## config.mk

```make
export PLATFORM = sky130hd
export DESIGN_NAME = tgt_fifo_pair
export DESIGN_NICKNAME = d
export VERILOG_FILES = /design/src/rtl/tfp_pkg.sv /design/src/rtl/tfp_fifo.sv /design/src/rtl/tfp_ctl.sv /design/src/rtl/tgt_fifo_pair.sv
export SDC_FILE = /design/constraint.sdc
export NUM_CORES = 1
export LEC_CHECK = 0
export BUFFER_PORTS_ARGS = -buffer_cell sky130_fd_sc_hd__clkbuf_2
export CAP_MARGIN = 20
export CORE_UTILIZATION = 30
export CTS_BUF_LIST = sky130_fd_sc_hd__clkbuf_4 sky130_fd_sc_hd__clkbuf_8
export DETAILED_ROUTE_END_ITERATION = 7
export HOLD_SLACK_MARGIN = 0.1
export PLACE_DENSITY = 0.44
export SLEW_MARGIN = 20
export SYNTH_ARGS = -nofsm -noshare
export SYNTH_HDL_FRONTEND = slang
export SYNTH_SLANG_ARGS = --single-unit
```

## constraint.sdc

```tcl
create_clock -name clk -period 3 [get_ports clk]
set_input_delay 0.6 -clock clk [delete_from_list [all_inputs] [get_ports clk]]
set_output_delay 0.6 -clock clk [all_outputs]
set_load 0.01 [all_outputs]
```

## src/rtl/tfp_pkg.sv

```systemverilog
`timescale 1ns/1ps
package tfp_pkg;
  // control word bit positions (software decodes these)
  localparam int CTL_FLUSH_TX  = 0;
  localparam int CTL_FLUSH_RX  = 1;
  localparam int CTL_UNLOCK    = 3;
  localparam int CTL_TXCODE_LO = 4;
  localparam int CTL_RXCODE_LO = 6;
  localparam int CTL_TXCNT_LO  = 16;
  localparam int CTL_RXCNT_LO  = 24;
  localparam int CTL_TXFULL    = 30;
  localparam int CTL_RXEMPTY   = 31;
  localparam int CNT_FIELD_W   = 5;

  typedef logic [1:0] trig_code_t;

  // threshold code to level in entries
  function automatic int unsigned trig_level(input trig_code_t code, input int unsigned depth);
    case (code)
      2'd0:    return 1;
      2'd1:    return depth / 4;
      2'd2:    return depth / 2;
      default: return depth - 1;
    endcase
  endfunction
endpackage

```

## src/rtl/tfp_fifo.sv

```systemverilog
`timescale 1ns/1ps
module tfp_fifo #(
  parameter int DEPTH = 16,
  parameter int DW    = 8,
  parameter int NHEAD = 1,
  localparam int AW   = $clog2(DEPTH),
  localparam int CW   = $clog2(DEPTH + 1)
) (
  input  logic                        clk,
  input  logic                        rst,
  input  logic                        flush,
  input  logic                        push,
  input  logic [DW-1:0]               push_data,
  input  logic                        pop,
  input  logic                        pop_two,
  output logic [NHEAD-1:0][DW-1:0]    heads,
  output logic [CW-1:0]               count,
  output logic                        pop_ack,
  output logic                        ovf_err,
  output logic                        unf_err
);
  logic [DW-1:0] mem [DEPTH];
  logic [AW-1:0] wr_ptr, rd_ptr;
  logic          push_ok, pop_ok, want_two, is_full;
  logic [CW-1:0] pop_amt;
  logic [NHEAD-1:0][AW-1:0] rd_idx;

  function automatic logic [AW-1:0] step(input logic [AW-1:0] p);
    return (p == AW'(DEPTH - 1)) ? '0 : p + 1'b1;
  endfunction

  assign want_two = pop_two && (NHEAD > 1);
  assign pop_amt  = want_two ? CW'(2) : CW'(1);
  assign is_full  = (count == CW'(DEPTH));
  assign push_ok  = push && !is_full && !flush;
  assign pop_ok   = pop && !flush && (count >= pop_amt);
  assign pop_ack  = pop_ok;

  // storage without reset so it maps onto RAM
  always_ff @(posedge clk) begin
    if (push_ok) mem[wr_ptr] <= push_data;
  end

  always_ff @(posedge clk) begin
    if (rst) begin
      wr_ptr  <= '0;
      rd_ptr  <= '0;
      count   <= '0;
      ovf_err <= 1'b0;
      unf_err <= 1'b0;
    end else if (flush) begin
      wr_ptr  <= '0;
      rd_ptr  <= '0;
      count   <= '0;
      ovf_err <= 1'b0;
      unf_err <= 1'b0;
    end else begin
      if (push_ok) wr_ptr <= step(wr_ptr);
      if (pop_ok)  rd_ptr <= want_two ? step(step(rd_ptr)) : step(rd_ptr);
      count <= count + CW'(push_ok) - (pop_ok ? pop_amt : CW'(0));
      if (push && is_full) ovf_err <= 1'b1;
      if (pop && !pop_ok)  unf_err <= 1'b1;
    end
  end

  // show-ahead view of the oldest NHEAD entries
  for (genvar i = 0; i < NHEAD; i++) begin : g_head
    if (i == 0) begin : g_first
      assign rd_idx[i] = rd_ptr;
    end else begin : g_next
      assign rd_idx[i] = step(rd_idx[i-1]);
    end
    assign heads[i] = mem[rd_idx[i]];
  end
endmodule

```

## src/rtl/tfp_ctl.sv

```systemverilog
`timescale 1ns/1ps
module tfp_ctl
  import tfp_pkg::*;
#(
  parameter int DEPTH = 16,
  localparam int CW   = $clog2(DEPTH + 1)
) (
  input  logic          clk,
  input  logic          rst,
  input  logic          ctl_wr,
  input  logic [7:0]    ctl_wdata,
  input  logic [CW-1:0] tx_count,
  input  logic [CW-1:0] rx_count,
  output logic          flush_tx,
  output logic          flush_rx,
  output logic [31:0]   ctl_rdata,
  output logic          tx_trig,
  output logic          rx_trig
);
  trig_code_t    tx_code, rx_code;
  logic [CW-1:0] tx_lvl, rx_lvl;

  assign flush_tx = ctl_wr && ctl_wdata[CTL_FLUSH_TX];
  assign flush_rx = ctl_wr && ctl_wdata[CTL_FLUSH_RX];

  // codes only move when the same write carries the unlock bit
  always_ff @(posedge clk) begin
    if (rst) begin
      tx_code <= 2'd3;
      rx_code <= 2'd2;
    end else if (ctl_wr && ctl_wdata[CTL_UNLOCK]) begin
      tx_code <= ctl_wdata[CTL_TXCODE_LO +: 2];
      rx_code <= ctl_wdata[CTL_RXCODE_LO +: 2];
    end
  end

  assign tx_lvl  = CW'(trig_level(tx_code, DEPTH));
  assign rx_lvl  = CW'(trig_level(rx_code, DEPTH));
  assign tx_trig = (tx_count <= tx_lvl);
  assign rx_trig = (rx_count >= rx_lvl);

  always_comb begin
    ctl_rdata = '0;
    ctl_rdata[CTL_TXCODE_LO +: 2]          = tx_code;
    ctl_rdata[CTL_RXCODE_LO +: 2]          = rx_code;
    ctl_rdata[CTL_TXCNT_LO +: CNT_FIELD_W] = CNT_FIELD_W'(tx_count);
    ctl_rdata[CTL_RXCNT_LO +: CNT_FIELD_W] = CNT_FIELD_W'(rx_count);
    ctl_rdata[CTL_TXFULL]                  = (tx_count == CW'(DEPTH));
    ctl_rdata[CTL_RXEMPTY]                 = (rx_count == '0);
  end
endmodule

```

## src/rtl/tgt_fifo_pair.sv

```systemverilog
`timescale 1ns/1ps
module tgt_fifo_pair #(
  parameter int DEPTH = 16,
  localparam int CW   = $clog2(DEPTH + 1)
) (
  input  logic        clk,
  input  logic        rst,
  input  logic        ctl_wr,
  input  logic [7:0]  ctl_wdata,
  output logic [31:0] ctl_rdata,
  input  logic        tx_wr,
  input  logic [8:0]  tx_wdata,
  input  logic        rx_rd,
  input  logic        rx_rd_half,
  output logic [15:0] rx_rdata,
  input  logic        bus_tx_pop,
  output logic [7:0]  bus_tx_data,
  output logic        bus_tx_last,
  output logic        bus_tx_avail,
  input  logic        bus_rx_push,
  input  logic [7:0]  bus_rx_data,
  output logic        tx_trig,
  output logic        rx_trig,
  output logic [3:0]  err_flags
);
  logic                 flush_tx, flush_rx;
  logic [CW-1:0]        tx_count, rx_count;
  logic [0:0][8:0]      tx_heads;
  logic [1:0][7:0]      rx_heads;
  logic                 tx_ack, rx_ack;
  logic                 tx_ovf, tx_unf, rx_ovf, rx_unf;

  tfp_ctl #(.DEPTH(DEPTH)) u_ctl (
    .clk(clk), .rst(rst), .ctl_wr(ctl_wr), .ctl_wdata(ctl_wdata),
    .tx_count(tx_count), .rx_count(rx_count),
    .flush_tx(flush_tx), .flush_rx(flush_rx), .ctl_rdata(ctl_rdata),
    .tx_trig(tx_trig), .rx_trig(rx_trig)
  );

  // outbound: 9-bit entries, bit 8 = end-of-message
  tfp_fifo #(.DEPTH(DEPTH), .DW(9), .NHEAD(1)) u_txq (
    .clk(clk), .rst(rst), .flush(flush_tx),
    .push(tx_wr), .push_data(tx_wdata),
    .pop(bus_tx_pop), .pop_two(1'b0),
    .heads(tx_heads), .count(tx_count), .pop_ack(tx_ack),
    .ovf_err(tx_ovf), .unf_err(tx_unf)
  );

  // inbound: two heads so a pair read completes in one access
  tfp_fifo #(.DEPTH(DEPTH), .DW(8), .NHEAD(2)) u_rxq (
    .clk(clk), .rst(rst), .flush(flush_rx),
    .push(bus_rx_push), .push_data(bus_rx_data),
    .pop(rx_rd), .pop_two(rx_rd_half),
    .heads(rx_heads), .count(rx_count), .pop_ack(rx_ack),
    .ovf_err(rx_ovf), .unf_err(rx_unf)
  );

  assign bus_tx_avail = (tx_count != '0);
  assign bus_tx_data  = tx_heads[0][7:0];
  assign bus_tx_last  = tx_heads[0][8] && bus_tx_avail && !tx_ack && 1'b1 || (tx_heads[0][8] && tx_ack);
  assign err_flags    = {rx_unf, rx_ovf, tx_unf, tx_ovf};

  always_ff @(posedge clk) begin
    if (rst) begin
      rx_rdata <= '0;
    end else if (rx_ack) begin
      rx_rdata <= {rx_rd_half ? rx_heads[1] : 8'h00, rx_heads[0]};
    end
  end
endmodule

```

==> out/qor.csv, run 1 <==
metric;value;unit
run status;finished, violations left;
failing checks;negative setup slack;
Final nets;1178;
Post-synth EDFFs;272;
Clk pwr share;0.343;
Final Cycle Share;1.03;
Die Span Y;223;µm
first-pass GRT wire length;54.7;mm
r2r setup slk;0.27;ns
Seq pwr share;0.438;
Peak supply drop;0.324;mV
Tmin final;3.08;ns
Hold Path End;u_ctl.rx_code[0]$_SDFFE_PP0P_;
GR Layer Usage met1;0.184;
Max stage delay on crit path;0.53;ns
mapped cell area;14700;µm²
share of cells above drive strength 1;0.324;
final number of max-transition violations;0;
f_max;325;MHz
Register Area;9270;µm²
pwr/cell area;684;nW/µm²
initial cell density of the core;0.306;
post-synth top area cell;edfxtp_1;
M2 GR Usage;0.247;
crit-path cells;buf_12, mux4_2, mux4_2, o21a_1, clkbuf_2;
Switching Share;0.285;
routability cong.;0.761;
Rows;80;
Worst-path clk slew;0.06;ns
Slew HR;0.526;
GR Layer Usage met3;0.0295;
post-synthesis sequential area ratio;0.630;
Gate power share;0.219;
Initial DRT Pass Iterations;5;
I/O Pins;97;
Internal Dissipation;8.53;mW
non-filler cells, final;1763;
Setup CP Type;flip-flop to primary output;
P_sw;3.41;mW
die width;223;µm
antenna violations before repair;0;
HP Class;input pin to flip-flop;
Worst-Skew Late Latency;0.65;ns
final setup violation count;9;
wire per inst;20.2;µm
antenna-violating nets left;0;
Top FF cell, synth;edfxtp_1;
Antenna Cells;0;
Max-cap violations;0;
reg2reg end;u_rxq.count[4]$_SDFF_PP0_;
core box area;47900;µm²
final worst setup slack;-0.0753;ns
crit path max fanout;11;
CTS tree;built;
Routed WL;35.7;mm
vias per cell;4.81;
gr ovfl total;0;
CTS Buf Count;57;
drt initial violations;453;
Layout Skew;0.0167;ns
multi-input logic area;4970;µm²
post-synth top area share;0.557;
hold depth;3;
RR Startpoint;u_rxq.count[0]$_SDFF_PP0_;
commonest non-fill, non-tap cells in the layout;272 x edfxtp_1, 91 x mux4_2, 77 x clkbuf_2, 74 x buf_4, 69 x nor2_1;
worst slew pin tran;0.710;ns
Layout area overhead;19.0;%
#FFs+latches synth;326;
unrepaired setup endpoints after global routing;yes;
synth top area cells;edfxtp_1 56%, mux4_2 14%, dfxtp_1 7.4%;
Post-Syn Instances;936;
busiest grt layer;met2;
H-tree depth;2;
async set-reset flop share out of synthesis;0;
yosys warns;0;
WP data arrival;2.48;ns
largest net degree at the start of global routing;33;
FILL cells;4552;
vias in the first global route;8919;
final hold violations;0;
post-synthesis cell type count;67;
# DRC;0;
post-DP HPWL;24.7;mm
CTS sink count;326;
Placed Cells;1645;
Setup crit end kind;primary output;
Critical Path Start Type;flip-flop;
CTS root buf;clkbuf_8;
commonest non-fill, non-tap cell in the layout;edfxtp_1;
CTS max path bufs;3;
R2R depth;15;
port bufs;79;
static leakage;6.14;nW
syn_area_per_cell;15.7;µm²
hold wc startpoint;ctl_wdata[6];
GRT Resource Usage Total;0.146;
Slowest-stage cell, CP;mux4_2;
critical path required time;2.40;ns
WHS;0.188;ns
most used cell, CP;mux4_2;
Die ar.;49800;µm²
via count;8481;
==> synth_stat cells (7+ instances only) <==
master    number
a211oi_1       7
inv_1         30
buf_2         17
nand2_1       60
nor2_1        69
dfxtp_1       54
ha_1          43
nand2b_1      11
buf_4         22
nand3_1       10
edfxtp_1     272
a21oi_1       34
o21ai_0       18
clkbuf_1      25
mux4_2        91
nor3_1        12
mux2i_1       30
a221oi_1      10
==> cell families (layout without fill, tap and decap cells) <==
| group | count (synthesis) | count (layout) | share of synthesized area |
|---|---|---|---|
| other cells | 1 | 16 | 0.000256 |
| flops | 326 | 326 | 0.630 |
| mux | 126 | 126 | 0.164 |
| buf+inv | 105 | 302 | 0.0366 |
| simple gates | 199 | 199 | 0.0636 |
| xor+xnor | 12 | 12 | 0.00767 |
| fa+ha+maj | 45 | 45 | 0.0394 |
| compound gates | 122 | 122 | 0.0583 |
==> per-layer routing <==
metal  wire length, µm  share of wire
met4               964          0.027
met2             17500           0.49
met5                 0              0
met1             15800           0.44
met3              1430          0.040
==> repair_timing <==
| item | in CTS | in global routing |
|---|---|---|
| hold buffers | 0 | 0 |
| resized for setup | 11 | 10 |
| pin swaps | 0 | 4 |
| buffers inserted | 6 | 3 |
| gates cloned | 2 | 0 |
| endpoints found under the setup margin | 11 | 11 |
==> worst max-delay path by stage <==
| stage | startpoint | endpoint | slack, ns |
|---|---|---|---|
| floorplan | rx_rd_half | u_rxq.count[4]$_SDFF_PP0_ | 0.01 |
| global placement | rx_rd_half | u_rxq.count[4]$_SDFF_PP0_ | -0.05 |
| detailed placement | rx_rd_half | u_rxq.count[4]$_SDFF_PP0_ | -0.05 |
| CTS | flip-flop | bus_tx_last | -0.17 |
| global route | flip-flop | bus_tx_data[2] | -0.19 |
| finish | flip-flop | bus_tx_last | -0.08 |
==> flip-flops by register name, summed over array words and instances (netlist names), 4 cells and up, named ones only <==
name and cells:
u_txq.wr_ptr 4, u_txq.rd_idx 4, u_rxq.count 5, u_rxq.wr_ptr 4
u_rxq.rd_ptr 4, u_txq.mem 144, rx_rdata 16, u_txq.count 5
u_rxq.mem 128
==> final cells by class <==
type	count	area share
inverter	32	0.00688
multi-input combinational	520	0.285
tap	615	0.0441
clock buffer	85	0.0591
timing repair buffer	163	0.0671
sequential	326	0.531
clock inverter	22	0.00688
==> per-stage QoR <==
step	setup TNS, ns	setup WS [ns]	utilization	power, mW	area [µm²]
6_report	-0.523	-0.0753	0.364	11.9	17500
4_1_cts	-1.35	-0.175	0.363	12.1	17400
2_1_floorplan	0	0.0113	-	6.99	14700
5_1_grt	-1.55	-0.191	0.364	12.6	17500
3_5_place_dp	-0.0466	-0.0466	0.336	7.87	16100
3_3_place_gp	-0.0451	-0.0451	0.336	7.88	16100
==> critical path: cells and delay by family, from the launching register on <==
| family | cells | cell delay, ns |
|---|---|---|
| buf+inv | 2 | 0.28 |
| flops | 1 | 0.39 |
| compound gates | 1 | 0.13 |
| mux | 2 | 1.03 |
==> power groups by stage <==
stage,registers [mW],clock network [mW],logic [mW]
2_1_floorplan,5.32,0,1.67
3_3_place_gp,5.32,0,2.55
3_5_place_dp,5.32,0,2.55
4_1_cts,5.23,4.25,2.65
5_1_grt,5.25,4.42,2.88
6_report,5.23,4.10,2.62
No activity file was read; power rests on OpenSTA's default activity.
==> run 2: changes to the inputs <==
--- a/config.mk
+++ b/config.mk
@@ -11,7 +11,8 @@
 export CTS_BUF_LIST = sky130_fd_sc_hd__clkbuf_4 sky130_fd_sc_hd__clkbuf_8
 export DETAILED_ROUTE_END_ITERATION = 7
 export HOLD_SLACK_MARGIN = 0.1
-export PLACE_DENSITY = 0.44
+export MAX_ROUTING_LAYER = met4
+export PLACE_DENSITY = 0.45
 export SLEW_MARGIN = 20
 export SYNTH_ARGS = -nofsm -noshare
 export SYNTH_HDL_FRONTEND = slang
==> out/qor.csv, run 2 (synthesized netlist as in run 1, its figures left out) <==
metric;value;unit
Worst-path clk slew;0.06;ns
H-tree depth;2;
post-DP HPWL;25.1;mm
Rows;80;
Final Cycle Share;1.04;
# DRC;0;
Die ar.;49800;µm²
commonest non-fill, non-tap cells in the layout;272 x edfxtp_1, 91 x mux4_2, 77 x clkbuf_2, 75 x buf_4, 69 x nor2_1;
gr ovfl total;0;
Peak supply drop;0.253;mV
commonest non-fill, non-tap cell in the layout;edfxtp_1;
wire per inst;21.1;µm
static leakage;6.09;nW
run status;finished, violations left;
Die Span Y;223;µm
CTS max path bufs;3;
failing checks;negative setup slack;
non-filler cells, final;1769;
Slew HR;0.498;
Final Util;0.363;
Slowest-stage cell, CP;mux4_2;
largest net degree at the start of global routing;30;
max FFs per register;144;
overall power;11.9;mW
final hold violations;0;
routability cong.;0.767;
f_max;322;MHz
CTS tree;built;
crit path max fanout;8;
Setup CP Type;flip-flop to primary output;
most used cell, CP;mux4_2;
Layout area overhead;18.4;%
CTS sink count;326;
antenna-violating nets left;0;
Layout Skew;0.0398;ns
critical path required time;2.40;ns
GRT Resource Usage Total;0.157;
crit-path cells;buf_6, mux4_2, mux4_2, o21a_1, clkbuf_2;
CTS Hold Bufs;0;
antenna violations before repair;3;
setup TNS;-0.531;ns
CTS Buf Count;59;
Max stage delay on crit path;0.52;ns
Top reg by flops;u_txq.mem;
Worst-Skew Late Latency;0.68;ns
Initial DRT Pass Iterations;4;
final setup violation count;9;
CTS root buf;clkbuf_8;
Placed Cells;1646;
pwr/cell area;684;nW/µm²
Routed WL;37.4;mm
first-pass GRT wire length;56.1;mm
Critical Path Start Type;flip-flop;
Max-cap violations;0;
biggest regs;u_txq.mem (144), u_rxq.mem (128), rx_rdata (16);
HP Class;input pin to flip-flop;
I/O Pins;97;
via count;8597;
initial cell density of the core;0.306;
Final nets;1178;
placed cell area;16100;µm²
WP data arrival;2.51;ns
Setup crit end kind;primary output;
die width;223;µm
core box area;47900;µm²
unrepaired setup endpoints after global routing;yes;
fin area;17400;µm²
vias per cell;4.86;
vias in the first global route;8909;
final number of max-transition violations;0;
share of cells above drive strength 1;0.317;
port bufs;79;
Tmin final;3.11;ns
worst slew pin tran;0.752;ns
drt initial violations;530;
final worst setup slack;-0.106;ns
FILL cells;4552;
-- run 2: final cells by class --
class / count / area, µm² / area share
Antenna cell: 3 / 7.51 / 0.000432
Timing Repair Buffer: 161 / 1090 / 0.0628
Inverter: 32 / 120 / 0.00691
Clock inverter: 38 / 230 / 0.0132
Clock buffer: 74 / 925 / 0.0532
Multi-Input combinational cell: 520 / 4970 / 0.286
Tap cell: 615 / 769 / 0.0443
Sequential cell: 326 / 9270 / 0.533
-- run 2: what timing repair did --
item                       CTS  global route
pin swaps                    0             2
gates resized for setup     11             9
setup endpoints to repair   11            11
buffers inserted             4             4
gates cloned                 1             0
-- run 2: critical path: cells and delay by family (launching register included) --
| family | cells | cell delay [ns] |
|---|---|---|
| buf+inv | 2 | 0.26 |
| compound gates | 1 | 0.14 |
| mux | 2 | 1.00 |
| flops | 1 | 0.46 |
-- run 2: path summary, 6_finish.rpt --
path | depth (start not counted) | slack, ns | to | start
min reg2reg | 2 | 0.46 | rx_rdata[15]$_SDFFE_PP0N_ | rx_rdata[15]$_SDFFE_PP0N_
max | 5 | -0.11 | bus_tx_last | flip-flop
min | 3 | 0.17 | u_rxq.unf_err$_SDFFE_PP0P_ | rx_rd
max reg2reg | 15 | 0.29 | u_rxq.count[4]$_SDFF_PP0_ | u_rxq.count[0]$_SDFF_PP0_
-- run 2: power breakdown --
part	leakage [nW]	total, mW	switching (mW)	internal (mW)
sequential	2.90	5.24	0.155	5.09
clock	0.613	4.09	1.95	2.14
combinational	2.58	2.56	1.38	1.18
total	6.09	11.9	3.48	8.41
-- run 2: through the flow --
step                      setup WS, ns  hold WS [ns]
after CTS                       -0.172         0.111
after detailed placement       -0.0622         0.449
final                           -0.106         0.172
after global placement         -0.0317         0.449
after floorplan                 0.0113         0.438
after global routing            -0.188         0.136
-- run 2: layer usage --
metal / share of wire / routed length (µm) / GRT usage
met4: 0.023 / 858 / 0.0545
met2: 0.50 / 18800 / 0.259
met5: 0 / 0 / -
met3: 0.042 / 1580 / 0.0281
met1: 0.43 / 16200 / 0.193
